[config.mk]
export PLATFORM = sky130hd
export DESIGN_NAME = fetch_steer
export DESIGN_NICKNAME = d
export VERILOG_FILES = /design/src/rtl/fsteer_pkg.sv /design/src/rtl/fsteer_table.sv /design/src/rtl/fsteer_sel.sv /design/src/rtl/fetch_steer.sv
export SDC_FILE = /design/constraint.sdc
export NUM_CORES = 1
export LEC_CHECK = 0
export ABC_CLOCK_PERIOD_IN_PS = 4790
export CORE_MARGIN = 2
export CORE_UTILIZATION = 50
export CTS_CLUSTER_SIZE = 24
export DETAILED_ROUTE_END_ITERATION = 6
export HOLD_SLACK_MARGIN = 0.15
export PLACE_DENSITY = 0.66
export SLEW_MARGIN = 20
export SYNTH_ARGS = -nofsm -noshare
export SYNTH_HDL_FRONTEND = slang
export SYNTH_HIERARCHICAL = 1
export SYNTH_SLANG_ARGS = --single-unit
[constraint.sdc]
create_clock -name clk_i -period 4.79 [get_ports clk_i]
set_clock_uncertainty 0.05 [all_clocks]
set_input_delay 0.479 -clock clk_i [delete_from_list [all_inputs] [get_ports clk_i]]
set_output_delay 0.479 -clock clk_i [all_outputs]
set_load 0.02 [all_outputs]
[src/rtl/fsteer_pkg.sv]
package fsteer_pkg;
  typedef enum logic {
    SRC_MEM  = 1'b0,
    SRC_BANK = 1'b1
  } fetch_src_e;

  localparam int DEF_NUM_BANKS = 4;
  localparam int DEF_TBL_DEPTH = 16;
  localparam int DEF_PC_W      = 32;
endpackage

[src/rtl/fsteer_table.sv]
module fsteer_table #(
  parameter int NUM_BANKS = fsteer_pkg::DEF_NUM_BANKS,
  parameter int DEPTH     = fsteer_pkg::DEF_TBL_DEPTH,
  parameter int PC_W      = fsteer_pkg::DEF_PC_W,
  localparam int BANK_W   = (NUM_BANKS > 1) ? $clog2(NUM_BANKS) : 1,
  localparam int IDX_W    = $clog2(DEPTH),
  localparam int TAG_W    = PC_W - IDX_W - 2
) (
  input  logic              clk_i,
  input  logic              rst_ni,
  input  logic              wr_en_i,
  input  logic [PC_W-1:0]   wr_pc_i,
  input  logic              wr_tk_vld_i,
  input  logic [BANK_W-1:0] wr_tk_bank_i,
  input  logic              wr_nt_vld_i,
  input  logic [BANK_W-1:0] wr_nt_bank_i,
  input  logic [PC_W-1:0]   rd_pc_i,
  output logic              rd_hit_o,
  output logic              rd_tk_vld_o,
  output logic [BANK_W-1:0] rd_tk_bank_o,
  output logic              rd_nt_vld_o,
  output logic [BANK_W-1:0] rd_nt_bank_o
);
  logic [IDX_W-1:0]  wr_idx, rd_idx;
  logic [TAG_W-1:0]  wr_tag, rd_tag;
  logic              unused_lsb;

  logic              vld_q    [DEPTH];
  logic [TAG_W-1:0]  tag_q    [DEPTH];
  logic              tk_vld_q [DEPTH];
  logic [BANK_W-1:0] tk_bank_q[DEPTH];
  logic              nt_vld_q [DEPTH];
  logic [BANK_W-1:0] nt_bank_q[DEPTH];

  // word-aligned branch addresses: bits [1:0] carry no information
  assign wr_idx     = wr_pc_i[IDX_W+1:2];
  assign wr_tag     = wr_pc_i[PC_W-1:IDX_W+2];
  assign rd_idx     = rd_pc_i[IDX_W+1:2];
  assign rd_tag     = rd_pc_i[PC_W-1:IDX_W+2];
  assign unused_lsb = ^{wr_pc_i[1:0], rd_pc_i[1:0]};

  for (genvar g = 0; g < DEPTH; g++) begin : g_entry
    always_ff @(posedge clk_i or negedge rst_ni) begin
      if (!rst_ni) begin
        vld_q[g]     <= 1'b0;
        tag_q[g]     <= '0;
        tk_vld_q[g]  <= 1'b0;
        tk_bank_q[g] <= '0;
        nt_vld_q[g]  <= 1'b0;
        nt_bank_q[g] <= '0;
      end else if (wr_en_i && (wr_idx == IDX_W'(g))) begin
        vld_q[g]     <= 1'b1;
        tag_q[g]     <= wr_tag;
        tk_vld_q[g]  <= wr_tk_vld_i;
        tk_bank_q[g] <= wr_tk_bank_i;
        nt_vld_q[g]  <= wr_nt_vld_i;
        nt_bank_q[g] <= wr_nt_bank_i;
      end
    end
  end

  // read sees pre-write contents in a same-cycle write
  always_comb begin
    rd_hit_o     = vld_q[rd_idx] && (tag_q[rd_idx] == rd_tag);
    rd_tk_vld_o  = tk_vld_q[rd_idx];
    rd_tk_bank_o = tk_bank_q[rd_idx];
    rd_nt_vld_o  = nt_vld_q[rd_idx];
    rd_nt_bank_o = nt_bank_q[rd_idx];
  end

  p_write_lands_r2: assert property (@(posedge clk_i) disable iff (!rst_ni)
    wr_en_i |=> (vld_q[$past(wr_idx)] && (tag_q[$past(wr_idx)] == $past(wr_tag))));

  p_write_fields_r9: assert property (@(posedge clk_i) disable iff (!rst_ni)
    wr_en_i |=> (tk_vld_q[$past(wr_idx)] == $past(wr_tk_vld_i))
             && (nt_vld_q[$past(wr_idx)] == $past(wr_nt_vld_i)));
endmodule

[src/rtl/fsteer_sel.sv]
module fsteer_sel #(
  parameter int NUM_BANKS = fsteer_pkg::DEF_NUM_BANKS,
  localparam int BANK_W   = (NUM_BANKS > 1) ? $clog2(NUM_BANKS) : 1
) (
  input  logic                 clk_i,
  input  logic                 rst_ni,
  input  logic                 br_vld_i,
  input  logic                 br_taken_i,
  input  logic                 br_indirect_i,
  input  logic                 hit_i,
  input  logic                 tk_vld_i,
  input  logic [BANK_W-1:0]    tk_bank_i,
  input  logic                 nt_vld_i,
  input  logic [BANK_W-1:0]    nt_bank_i,
  input  logic                 fetch_req_i,
  output logic [NUM_BANKS-1:0] bank_en_o,
  output logic [BANK_W-1:0]    bank_sel_o,
  output logic                 mem_sel_o,
  output logic                 mem_req_o
);
  import fsteer_pkg::*;

  fetch_src_e        src_q, src_d;
  logic [BANK_W-1:0] bank_q, bank_d;
  logic              fld_vld;
  logic [BANK_W-1:0] fld_bank;

  always_comb begin
    fld_vld  = br_taken_i ? tk_vld_i  : nt_vld_i;
    fld_bank = br_taken_i ? tk_bank_i : nt_bank_i;
    src_d    = src_q;
    bank_d   = bank_q;
    if (br_vld_i) begin
      if (!br_indirect_i && hit_i && fld_vld) begin
        src_d  = SRC_BANK;
        bank_d = fld_bank;
      end else begin
        src_d  = SRC_MEM;
      end
    end
  end

  always_ff @(posedge clk_i or negedge rst_ni) begin
    if (!rst_ni) begin
      src_q  <= SRC_MEM;
      bank_q <= '0;
    end else begin
      src_q  <= src_d;
      bank_q <= bank_d;
    end
  end

  assign mem_sel_o  = (src_q == SRC_MEM);
  assign bank_sel_o = bank_q;
  assign mem_req_o  = fetch_req_i && (src_q == SRC_MEM);

  for (genvar b = 0; b < NUM_BANKS; b++) begin : g_en
    assign bank_en_o[b] = fetch_req_i && (src_q == SRC_BANK) && (bank_q == BANK_W'(b));
  end

  p_en_onehot_r8: assert property (@(posedge clk_i) disable iff (!rst_ni)
    $onehot0(bank_en_o));

  p_idle_quiet_r8: assert property (@(posedge clk_i) disable iff (!rst_ni)
    !fetch_req_i |-> (bank_en_o == '0) && !mem_req_o);

  p_mem_blocks_banks_r4: assert property (@(posedge clk_i) disable iff (!rst_ni)
    mem_sel_o |-> (bank_en_o == '0));

  p_hold_r7: assert property (@(posedge clk_i) disable iff (!rst_ni)
    !br_vld_i |=> $stable(mem_sel_o) && $stable(bank_sel_o));

  p_indirect_mem_r6: assert property (@(posedge clk_i) disable iff (!rst_ni)
    (br_vld_i && br_indirect_i) |=> mem_sel_o);

  p_miss_mem_r5: assert property (@(posedge clk_i) disable iff (!rst_ni)
    (br_vld_i && !hit_i) |=> mem_sel_o);
endmodule

[src/rtl/fetch_steer.sv]
module fetch_steer #(
  parameter int NUM_BANKS = fsteer_pkg::DEF_NUM_BANKS,
  parameter int TBL_DEPTH = fsteer_pkg::DEF_TBL_DEPTH,
  parameter int PC_W      = fsteer_pkg::DEF_PC_W,
  localparam int BANK_W   = (NUM_BANKS > 1) ? $clog2(NUM_BANKS) : 1
) (
  input  logic                 clk_i,
  input  logic                 rst_ni,
  input  logic                 cfg_we_i,
  input  logic [PC_W-1:0]      cfg_pc_i,
  input  logic                 cfg_tk_vld_i,
  input  logic [BANK_W-1:0]    cfg_tk_bank_i,
  input  logic                 cfg_nt_vld_i,
  input  logic [BANK_W-1:0]    cfg_nt_bank_i,
  input  logic                 br_vld_i,
  input  logic [PC_W-1:0]      br_pc_i,
  input  logic                 br_taken_i,
  input  logic                 br_indirect_i,
  input  logic                 fetch_req_i,
  output logic [NUM_BANKS-1:0] bank_en_o,
  output logic [BANK_W-1:0]    bank_sel_o,
  output logic                 mem_sel_o,
  output logic                 mem_req_o
);
  logic              hit;
  logic              tk_vld, nt_vld;
  logic [BANK_W-1:0] tk_bank, nt_bank;

  fsteer_table #(
    .NUM_BANKS(NUM_BANKS),
    .DEPTH    (TBL_DEPTH),
    .PC_W     (PC_W)
  ) u_table (
    .clk_i       (clk_i),
    .rst_ni      (rst_ni),
    .wr_en_i     (cfg_we_i),
    .wr_pc_i     (cfg_pc_i),
    .wr_tk_vld_i (cfg_tk_vld_i),
    .wr_tk_bank_i(cfg_tk_bank_i),
    .wr_nt_vld_i (cfg_nt_vld_i),
    .wr_nt_bank_i(cfg_nt_bank_i),
    .rd_pc_i     (br_pc_i),
    .rd_hit_o    (hit),
    .rd_tk_vld_o (tk_vld),
    .rd_tk_bank_o(tk_bank),
    .rd_nt_vld_o (nt_vld),
    .rd_nt_bank_o(nt_bank)
  );

  fsteer_sel #(
    .NUM_BANKS(NUM_BANKS)
  ) u_sel (
    .clk_i        (clk_i),
    .rst_ni       (rst_ni),
    .br_vld_i     (br_vld_i),
    .br_taken_i   (br_taken_i),
    .br_indirect_i(br_indirect_i),
    .hit_i        (hit),
    .tk_vld_i     (tk_vld),
    .tk_bank_i    (tk_bank),
    .nt_vld_i     (nt_vld),
    .nt_bank_i    (nt_bank),
    .fetch_req_i  (fetch_req_i),
    .bank_en_o    (bank_en_o),
    .bank_sel_o   (bank_sel_o),
    .mem_sel_o    (mem_sel_o),
    .mem_req_o    (mem_req_o)
  );

  p_steer_result_r3: assert property (@(posedge clk_i) disable iff (!rst_ni)
    (br_vld_i && !br_indirect_i && hit && br_taken_i && tk_vld)
      |=> (!mem_sel_o && (bank_sel_o == $past(tk_bank))));
endmodule

# Word-level counts from Yosys, hierarchy flattened

Index checks and enable logic that the tools add are counted.

Mux-type cells: 21
Order comparisons: 1
Eq/ne operators: 19
Reductions and logical operators: 29
Bitwise gates (word level): 2

Operators by type and width:

| cell                                                             | number |
|---|---|
| 26-bit binary-select mux with 4-bit select                       | 1 |
| 26-bit 2-to-1 mux                                                | 2 |
| 4-bit == test (second input constant)                            | 8 |
| 26-bit == test                                                   | 1 |
| 1-bit logical AND                                                | 25 |
| 2-bit binary-select mux with 4-bit select                        | 2 |
| 4-bit by 3-bit == test with 1-bit output (second input constant) | 4 |
| 1-bit binary-select mux with 4-bit select                        | 3 |
| 2-bit 2-to-1 mux                                                 | 5 |
| 4-bit by 2-bit == test with 1-bit output (second input constant) | 2 |
| 1-bit 2-to-1 mux                                                 | 8 |
| 5-bit >= comparator (second input constant)                      | 1 |
| 4-bit NOT with 5-bit output                                      | 1 |
| 2-bit == test (second input constant)                            | 2 |
| 4-bit by 1-bit == test with 1-bit output (second input constant) | 1 |
| 4-bit zero test                                                  | 1 |
| 2-bit by 1-bit == test with 1-bit output (second input constant) | 1 |
| 2-bit zero test                                                  | 1 |
| 2-bit AND reduction                                              | 1 |
| 1-bit zero test                                                  | 1 |
| 1-bit NOT                                                        | 1 |

Output and inout port bits: 8
Word-level logic and storage cells: 170
Bits in registers: 531

# Logic depth before layout (Yosys ltp)

Gate-level depths: netlist of the first run.

Depth after elaboration: 9
Depth in mapped cells: 15

# Hierarchy

Netlist of the first run, hierarchy kept.

By module, submodules not included:

| module       | area each (um^2) | times used | seq. area each (um^2) | cells each |
|---|---|---|---|---|
| fsteer_table | 24260.8          | 1          | 13212.7               | 1546 |
| fsteer_sel   | 188.9            | 1          | 75.1                  | 20 |

# Least setup slack after synthesis of the first run

OpenSTA, ideal clock, no wires.

Path kind: input -> register
Start point: input port br_pc_i[2]
End point: register u_sel.bank_q[1], in the netlist u_sel/bank_sel_o[1]
Stages: 14
Arrival: 3.189 ns
Slack: 1.423 ns
Path buffers: 4
Path through: buf_6 -> buf_12 -> buf_6 -> buf_2 -> mux4_2 -> mux2i_1 -> xor2_1 -> o2111ai_1 -> o31ai_1 -> nand4_1 -> nor4_2 -> nand2_1 -> nor3_2 -> mux2_1

Word-level cells in the longest chain between the ends: 9
Elaborated cells on any way between the ends: 26

RTL lines:

| what                                                  | RTL line           | RTL |
|---|---|---|
| from (decl)                                           | fetch_steer.sv:16  | `input logic [PC_W-1:0] br_pc_i,` |
| 4-bit NOT with 5-bit output (not written as such) (*) | fsteer_table.sv:64 | `rd_hit_o = vld_q[rd_idx] && (tag_q[rd_idx] == rd_tag);` |
| 26-bit binary-select mux with 4-bit select            | fsteer_table.sv:64 |  |
| 26-bit 2-to-1 mux (not written as such) (2 in a row)  | fsteer_table.sv:64 |  |
| 26-bit == test                                        | fsteer_table.sv:64 |  |
| 1-bit logical AND (*)                                 | fsteer_table.sv:64 |  |
| via hit                                               | fetch_steer.sv:25  | `logic hit;` |
| 1-bit logical AND (*) (2 in a row)                    | fsteer_sel.sv:34   | `if (!br_indirect_i && hit_i && fld_vld) begin` |
| 2-bit AND reduction (no line) (*)                     | -                  |  |
| to (signal assigned)                                  | fsteer_sel.sv:49   | `bank_q <= bank_d;` |
| to (decl)                                             | fsteer_sel.sv:24   | `logic [BANK_W-1:0] bank_q, bank_d;` |

Mark *: on every way through the listed nets, which the timed path passes. The rest lies on a longest branch. The select of a mux whose other input is x is not followed.
A chain may end at the register's enable or synchronous reset.

# Worst setup path in the final report of the first run

Start point: input port br_pc_i[3]
End point: register u_sel.bank_q[1], in the netlist u_sel/bank_sel_o[1]

The elaborated chain is that of the path after synthesis.

==> impl_metrics.tcl, run 1 <==
set metrics [dict create \
    die_x_um 225 \
    startpoint_type "input pin" \
    nNetsFinal 1696 \
    drv_cap 0 \
    via_count 13900 \
    hold_start "u_table/vld_q[4]$_DFFE_PN0P_" \
    worstSetupEndpointType "register" \
    cp.arrival_ps 4080 \
    path_clk_slew_ps 60 \
    grtUsageTotal_pct 24.9 \
    io_buffers 80 \
    grt_pass1_wl_um 93300 \
    synth_seq_cells 531 \
    synthToLayoutAreaGrowth_pct 13.6 \
    dp.final_hpwl_um 36200 \
    cts-root-buf "clkbuf_16" \
    slew_viol_final 0 \
    cp_max_fo 54 \
    synth_edf_count 0 \
    slew_headroom_pct 30.7 \
    dpl_cell_area_um2 26000 \
    synth_cells 1566 \
    netlist_area_um2 24400 \
    cts_setup_buffers 0 \
    grt_setup_unrepaired "no" \
    synth_top_flop_cell "dfrtp_1" \
    p_per_area_nw_per_um2 455 \
    viasPerCell 6.10 \
    first_pass_iters 5 \
    rr_endpoint "u_sel/bank_sel_o[1]$_DFFE_PN0P_" \
    max_freq_ghz 0.274 \
    gr-total-overflow 0 \
    cts_tree "done" \
    required_ps 5220 \
    stdcell_area_um2 27800 \
    drive_gt1_share_pct 48.9 \
    vdd_drop_max_uv 310 \
    clock_sinks 531 \
    cp-startpoint "br_pc_i[3]" \
    slowest_delay_ps 540 \
    die-area_um2 50700 \
    async_flop_share_pct 100 \
    avgSynthCellArea_um2 15.6 \
    fin_crit_ps 3650 \
    post_drt_wl_per_cell_um 26.7 \
    reg2reg_slack_ps 1340 \
    coreArea_um2 48600 \
    r2r_cells 9 \
    drc 0 \
    clockBufferDepth 3 \
    yosysSeqAreaShare_pct 54.3 \
    r2r-start "u_table/tag_q[177]$_DFFE_PN0P_" \
    setup_violations 0 \
    grt_pass1_vias 14900 \
    gp_congestion 0.854 \
    antenna_found_initial 3 \
    status "finished clean" \
    cts_buffers 55 \
    start_util_pct 50.3 \
    holdPathStages 1 \
    drt_wl_total_um 60800 \
    layout_commonest_cell "dfrtp_1" \
    worstSkewPairLatency_ps 600 \
    p_leak_nw 11.8 \
    synth_warnings 6 \
    totalNegativeSetupSlack_ps 0 \
    synth_nets 1643 \
    hold_path_end "u_table/vld_q[4]$_DFFE_PN0P_" \
    path_class "in -> reg" \
    grt_max_degree 129 \
    layout_common_cells "dfrtp_1 (531), mux2_2 (519), mux4_2 (127), clkdlybuf4s50_1 (76), clkbuf_16 (57)" \
    cpMaxStageDelayCell "buf_6" \
    min_path_type "reg -> reg" \
    die_h_um 225 \
    timing_hold_violations_final 0 \
    pin_count 85 \
    cts_resized 0 \
    totalPowerFinal_mw 12.6 \
    timing.final.crit_share_pct 76.1 \
    crit_chain "buf_6 > buf_4 > mux4_2 > mux2i_1 > xor2_1 > nand3_1 > o22ai_1 > nand3_1 > nor4_2 > buf_4 > nand2_1 > nor3_2 > mux2_1" \
    worst_pin_slew_ps 1040 \
    synth.distinct_cells 57 \
    drt_iter0_markers 971 \
    cts-htree-levels 2 \
    ant_nets 0 \
    rows 81 \
    num-fill-cells 3876 \
]
logic make-up after synthesis:
| logic type | synth area share [%] |
|---|---|
| multiplexers | 38.0 |
| flip-flops | 54.3 |
| AO/OA/AOI/OAI | 1.69 |
| buffers and inverters | 2.48 |
| AND/OR/NAND/NOR | 2.33 |
| XOR/XNOR | 1.15 |
synth_stat cells (all sizes together), types with 2 or more instances:
| master | instances | share of area, % |
|---|---|---|
| nand2b | 13 | 0.33 |
| dfrtp | 531 | 54 |
| xnor2 | 16 | 0.57 |
| a22oi | 2 | 0.061 |
| nor2 | 20 | 0.31 |
| mux2 | 520 | 24 |
| a31oi | 5 | 0.13 |
| clkbuf | 93 | 1.4 |
| o221ai | 3 | 0.11 |
| a21oi | 12 | 0.25 |
| nand2 | 27 | 0.41 |
| nor3 | 6 | 0.14 |
| nand3 | 11 | 0.23 |
| buf | 34 | 0.80 |
| o21ai | 7 | 0.14 |
| nor4 | 4 | 0.13 |
| mux4 | 136 | 13 |
| or2 | 11 | 0.28 |
| nand3b | 3 | 0.092 |
| and3 | 3 | 0.077 |
| mux2i | 34 | 1.4 |
| nor2b | 6 | 0.15 |
| inv | 16 | 0.25 |
| xor2 | 16 | 0.57 |
| a221oi | 3 | 0.11 |
| o22ai | 10 | 0.26 |
| or3 | 3 | 0.077 |
area by class of cell:
cell class	instances	area [um^2]	share of cell area [%]
inverter	16	60.1	0.216
timing repair buffer	123	1210	4.34
sequential	531	13300	47.8
antenna	1	2.50	0.00901
clock buffer	82	1660	5.98
multi-input combinational	892	10600	38.3
clock inverter	14	156	0.563
tap	622	778	2.80
critical path: cells and delay by family:
kind                      cells  cell delay [ps]
xor gates and xnor gates      1              320
muxes                         3             1020
and+or+nand+nor               5              820
buffers and inverters         3             1090
AOI/OAI and AO/OA             1              300
what timing repair did:
action                                 CTS  global route
setup endpoints to repair                0             0
hold buffers                             1             0
endpoints found under the hold margin  122             0
layer usage:
layer / wire length (um) / global-route usage, % / part of all wire, % / up-vias
li1: - / - / - / 5909
met1: 28100 / 36.3 / 46 / 7601
met2: 28500 / 39.1 / 47 / 312
met3: 2880 / 4.22 / 4.7 / 95
met4: 1340 / 6.32 / 2.2 / 2
met5: 13 / 0 / 0.021 / -
report_power, final:
group | total [mW] | leakage, nW | internal (mW) | switching, mW
Sequential | 6.01 | 6.48 | 5.52 | 0.491
Combinational | 2.36 | 4.39 | 1.45 | 0.903
Clock | 4.28 | 0.890 | 2.54 | 1.74
Total | 12.6 | 11.8 | 9.51 | 3.13
registers in the layout, indices dropped and copies added (netlist names):
name	cells
u_sel/bank_sel_o	2
u_sel/src_q	1
u_table/nt_bank_q	32
u_table/nt_vld_q	16
u_table/tag_q	416
u_table/tk_bank_q	32
u_table/tk_vld_q	16
u_table/vld_q	16
stage by stage:
step | instances | util [%] | hold slack (ps) | setup slack [ps]
after floorplan | 1566 | - | 133 | 1420
after global placement | 2183 | 53.4 | 392 | 553
after detailed placement | 2183 | 53.4 | 396 | 529
after CTS | 2280 | 57.1 | 393 | 1170
after global routing | 2281 | 57.1 | 412 | 973
final | 2281 | 57.1 | 411 | 1140
worst max path at each step:
stage,end,cells after the start
floorplan,u_sel/bank_sel_o[1]$_DFFE_PN0P_,14
global placement,u_sel/bank_sel_o[1]$_DFFE_PN0P_,13
detailed placement,u_sel/bank_sel_o[1]$_DFFE_PN0P_,12
CTS,u_sel/bank_sel_o[1]$_DFFE_PN0P_,12
global route,u_sel/bank_sel_o[1]$_DFFE_PN0P_,12
finish,u_sel/bank_sel_o[1]$_DFFE_PN0P_,13
Note: power is estimated with default switching activity, not from simulation.
==> inputs of run 2 (changes only) <==
Settings changed: ABC_CLOCK_PERIOD_IN_PS 4790 to 3530.
Clock period 4.79 ns to 3.53 ns, I/O delays scaled along.
==> run 2 against run 1 <==
  * Wire length up 2.6%
  * Sequential share of layout area down 1.2 points
  * Core utilization up 1.5 points
  * Global-route usage up 0.60 points
  * Worst setup slack worse by 1000 ps
==> impl_metrics.tcl, run 2 (synthesis results as in run 1) <==
set metrics [dict create \
    dp_slack_ps -448 \
    drv_cap 0 \
    crit_chain "mux4_1 > mux4_2 > xor2_1 > or4_4 > nor4_4 > buf_4 > nand2_1 > nor3_2 > mux2_1" \
    slowest_delay_ps 570 \
    grt_pass1_vias 15000 \
    clock_sinks 531 \
    critical_path.top_delay_family "multiplexers" \
    slew_viol_final 0 \
    die-area_um2 50700 \
    path_class "reg -> reg" \
    stdcell_area_um2 28500 \
    die_h_um 225 \
    r2r_cells 9 \
    startpoint_type "register" \
    slew_headroom_pct 40.7 \
    drc 0 \
    nNetsFinal 1758 \
    num-fill-cells 3846 \
    largest_reg_flops 416 \
    gp_congestion 0.843 \
    gr-total-overflow 0 \
    cts-htree-levels 2 \
    synthToLayoutAreaGrowth_pct 16.6 \
    io_buffers 80 \
    timing_hold_violations_final 0 \
    totalPowerFinal_mw 17.2 \
    first_pass_iters 5 \
    cts_buffers 57 \
    whs_ps 287 \
    p_per_area_nw_per_um2 604 \
    via_count 14100 \
    dp.final_hpwl_um 38600 \
    worstSkewPairLatency_ps 610 \
    max_freq_ghz 0.292 \
    pin_count 85 \
    drt_wl_total_um 62400 \
    ant_nets 0 \
    fin_crit_ps 3420 \
    required_ps 3970 \
    grt_pass1_wl_um 95100 \
    die_x_um 225 \
    grtUsageTotal_pct 25.5 \
    fin_util_pct 58.6 \
    largest-register "u_table/tag_q" \
    path_depth 9 \
    path_buf_inv 1 \
    rows 81 \
    worst_pin_slew_ps 889 \
    holdPathStages 2 \
    start_util_pct 50.3 \
    cp-startpoint "u_table/tag_q[312]$_DFFE_PN0P_" \
    p_leak_nw 12.1 \
    cp_max_fo 2 \
    timing.final.crit_share_pct 97.0 \
    viasPerCell 6.01 \
    cp.arrival_ps 3870 \
    grt_setup_unrepaired "no" \
    coreArea_um2 48600 \
    path_clk_slew_ps 60 \
    min_path_type "in -> reg" \
    reg_top3 "u_table/tag_q (416), u_table/nt_bank_q (32), u_table/tk_bank_q (32)" \
    layout_commonest_cell "dfrtp_1" \
    cpMaxStageDelayCell "or4_4" \
    vdd_drop_max_uv 377 \
    hold_start "br_vld_i" \
    status "finished clean" \
    layout_common_cells "dfrtp_1 (531), mux2_2 (519), mux4_2 (127), clkdlybuf4s50_1 (76), buf_4 (73)" \
    drive_gt1_share_pct 50.2 \
    worstSetupEndpointType "register" \
    cts-root-buf "clkbuf_16" \
    grt_max_degree 103 \
    dpl_cell_area_um2 26700 \
    post_drt_wl_per_cell_um 26.6 \
    clockBufferDepth 3 \
    drt_iter0_markers 1071 \
    cts_tree "done" \
    setup_violations 0 \
    worst_slack_ps 107 \
    antenna_found_initial 6 \
    r2r-start "u_table/tag_q[312]$_DFFE_PN0P_" \
]
run 2: cell count changes in the layout (fill, tap and decap cells not counted), sizes merged, moves of 2 or more:
cell,change
buf,+60
clkinvlp,-3
bufinv,-2
clkbuf,+8
clkinv,-2
run 2: report_power, final:
group | internal [mW] | leakage [nW] | switching [mW]
Combinational | 2.06 | 4.79 | 1.27
Clock | 3.35 | 0.872 | 2.39
Sequential | 7.49 | 6.48 | 0.660
Total | 12.9 | 12.1 | 4.32
run 2: worst paths after layout:
check / endpoint / slack, ps
max in group asynchronous: u_table/tag_q[39]$_DFFE_PN0P_ / 2100
worst min-delay path: u_sel/src_q$_DFFE_PN0P_ / 290
worst min register to register: u_table/vld_q[6]$_DFFE_PN0P_ / 410
min in group asynchronous: u_table/tk_bank_q[12]$_DFFE_PN0P_ / 350
worst max-delay path: u_sel/bank_sel_o[1]$_DFFE_PN0P_ / 110
worst max register to register: u_sel/bank_sel_o[1]$_DFFE_PN0P_ / 110
run 2: layout make-up:
type	count	area [um^2]	area share, %
clock inverters	8	72.6	0.255
multi-input cells	892	10600	37.3
clock buffers	90	1700	5.97
repair buffers	183	1960	6.86
inverters	16	60.1	0.211
flip-flops and latches	531	13300	46.6
well taps	622	778	2.73
diodes	2	5.00	0.0176
run 2: metrics by stage:
step           setup TNS, ps  std cells
2_1_floorplan              0       1566
4_1_cts                    0       2342
3_5_place_dp           -1140       2243
5_1_grt                    0       2344
6_report                   0       2344
3_3_place_gp           -1260       2243
run 2: routing by layer:
metal  track usage [%]  vias to the layer above  share of wire (%)
met3              4.52                       82                4.6
met5                 0                        -              0.091
li1                  -                     6053                  -
met4              6.43                        8                1.8
met1              36.9                     7658                 46
met2              40.3                      298                 48
run 2: what timing repair did:
item | in CTS | in global routing
buffers inserted | 0 | 0
setup endpoints to repair | 1 | 0
gates resized for setup | 1 | 0
hold buffers | 1 | 0
endpoints found under the hold margin | 91 | 0
==> inputs of run 3 (changes only) <==
Settings changed: SKIP_LAST_GASP set to 1.
==> results of run 3 <==
Final layout, timing and power as in run 2 (identical DEF).
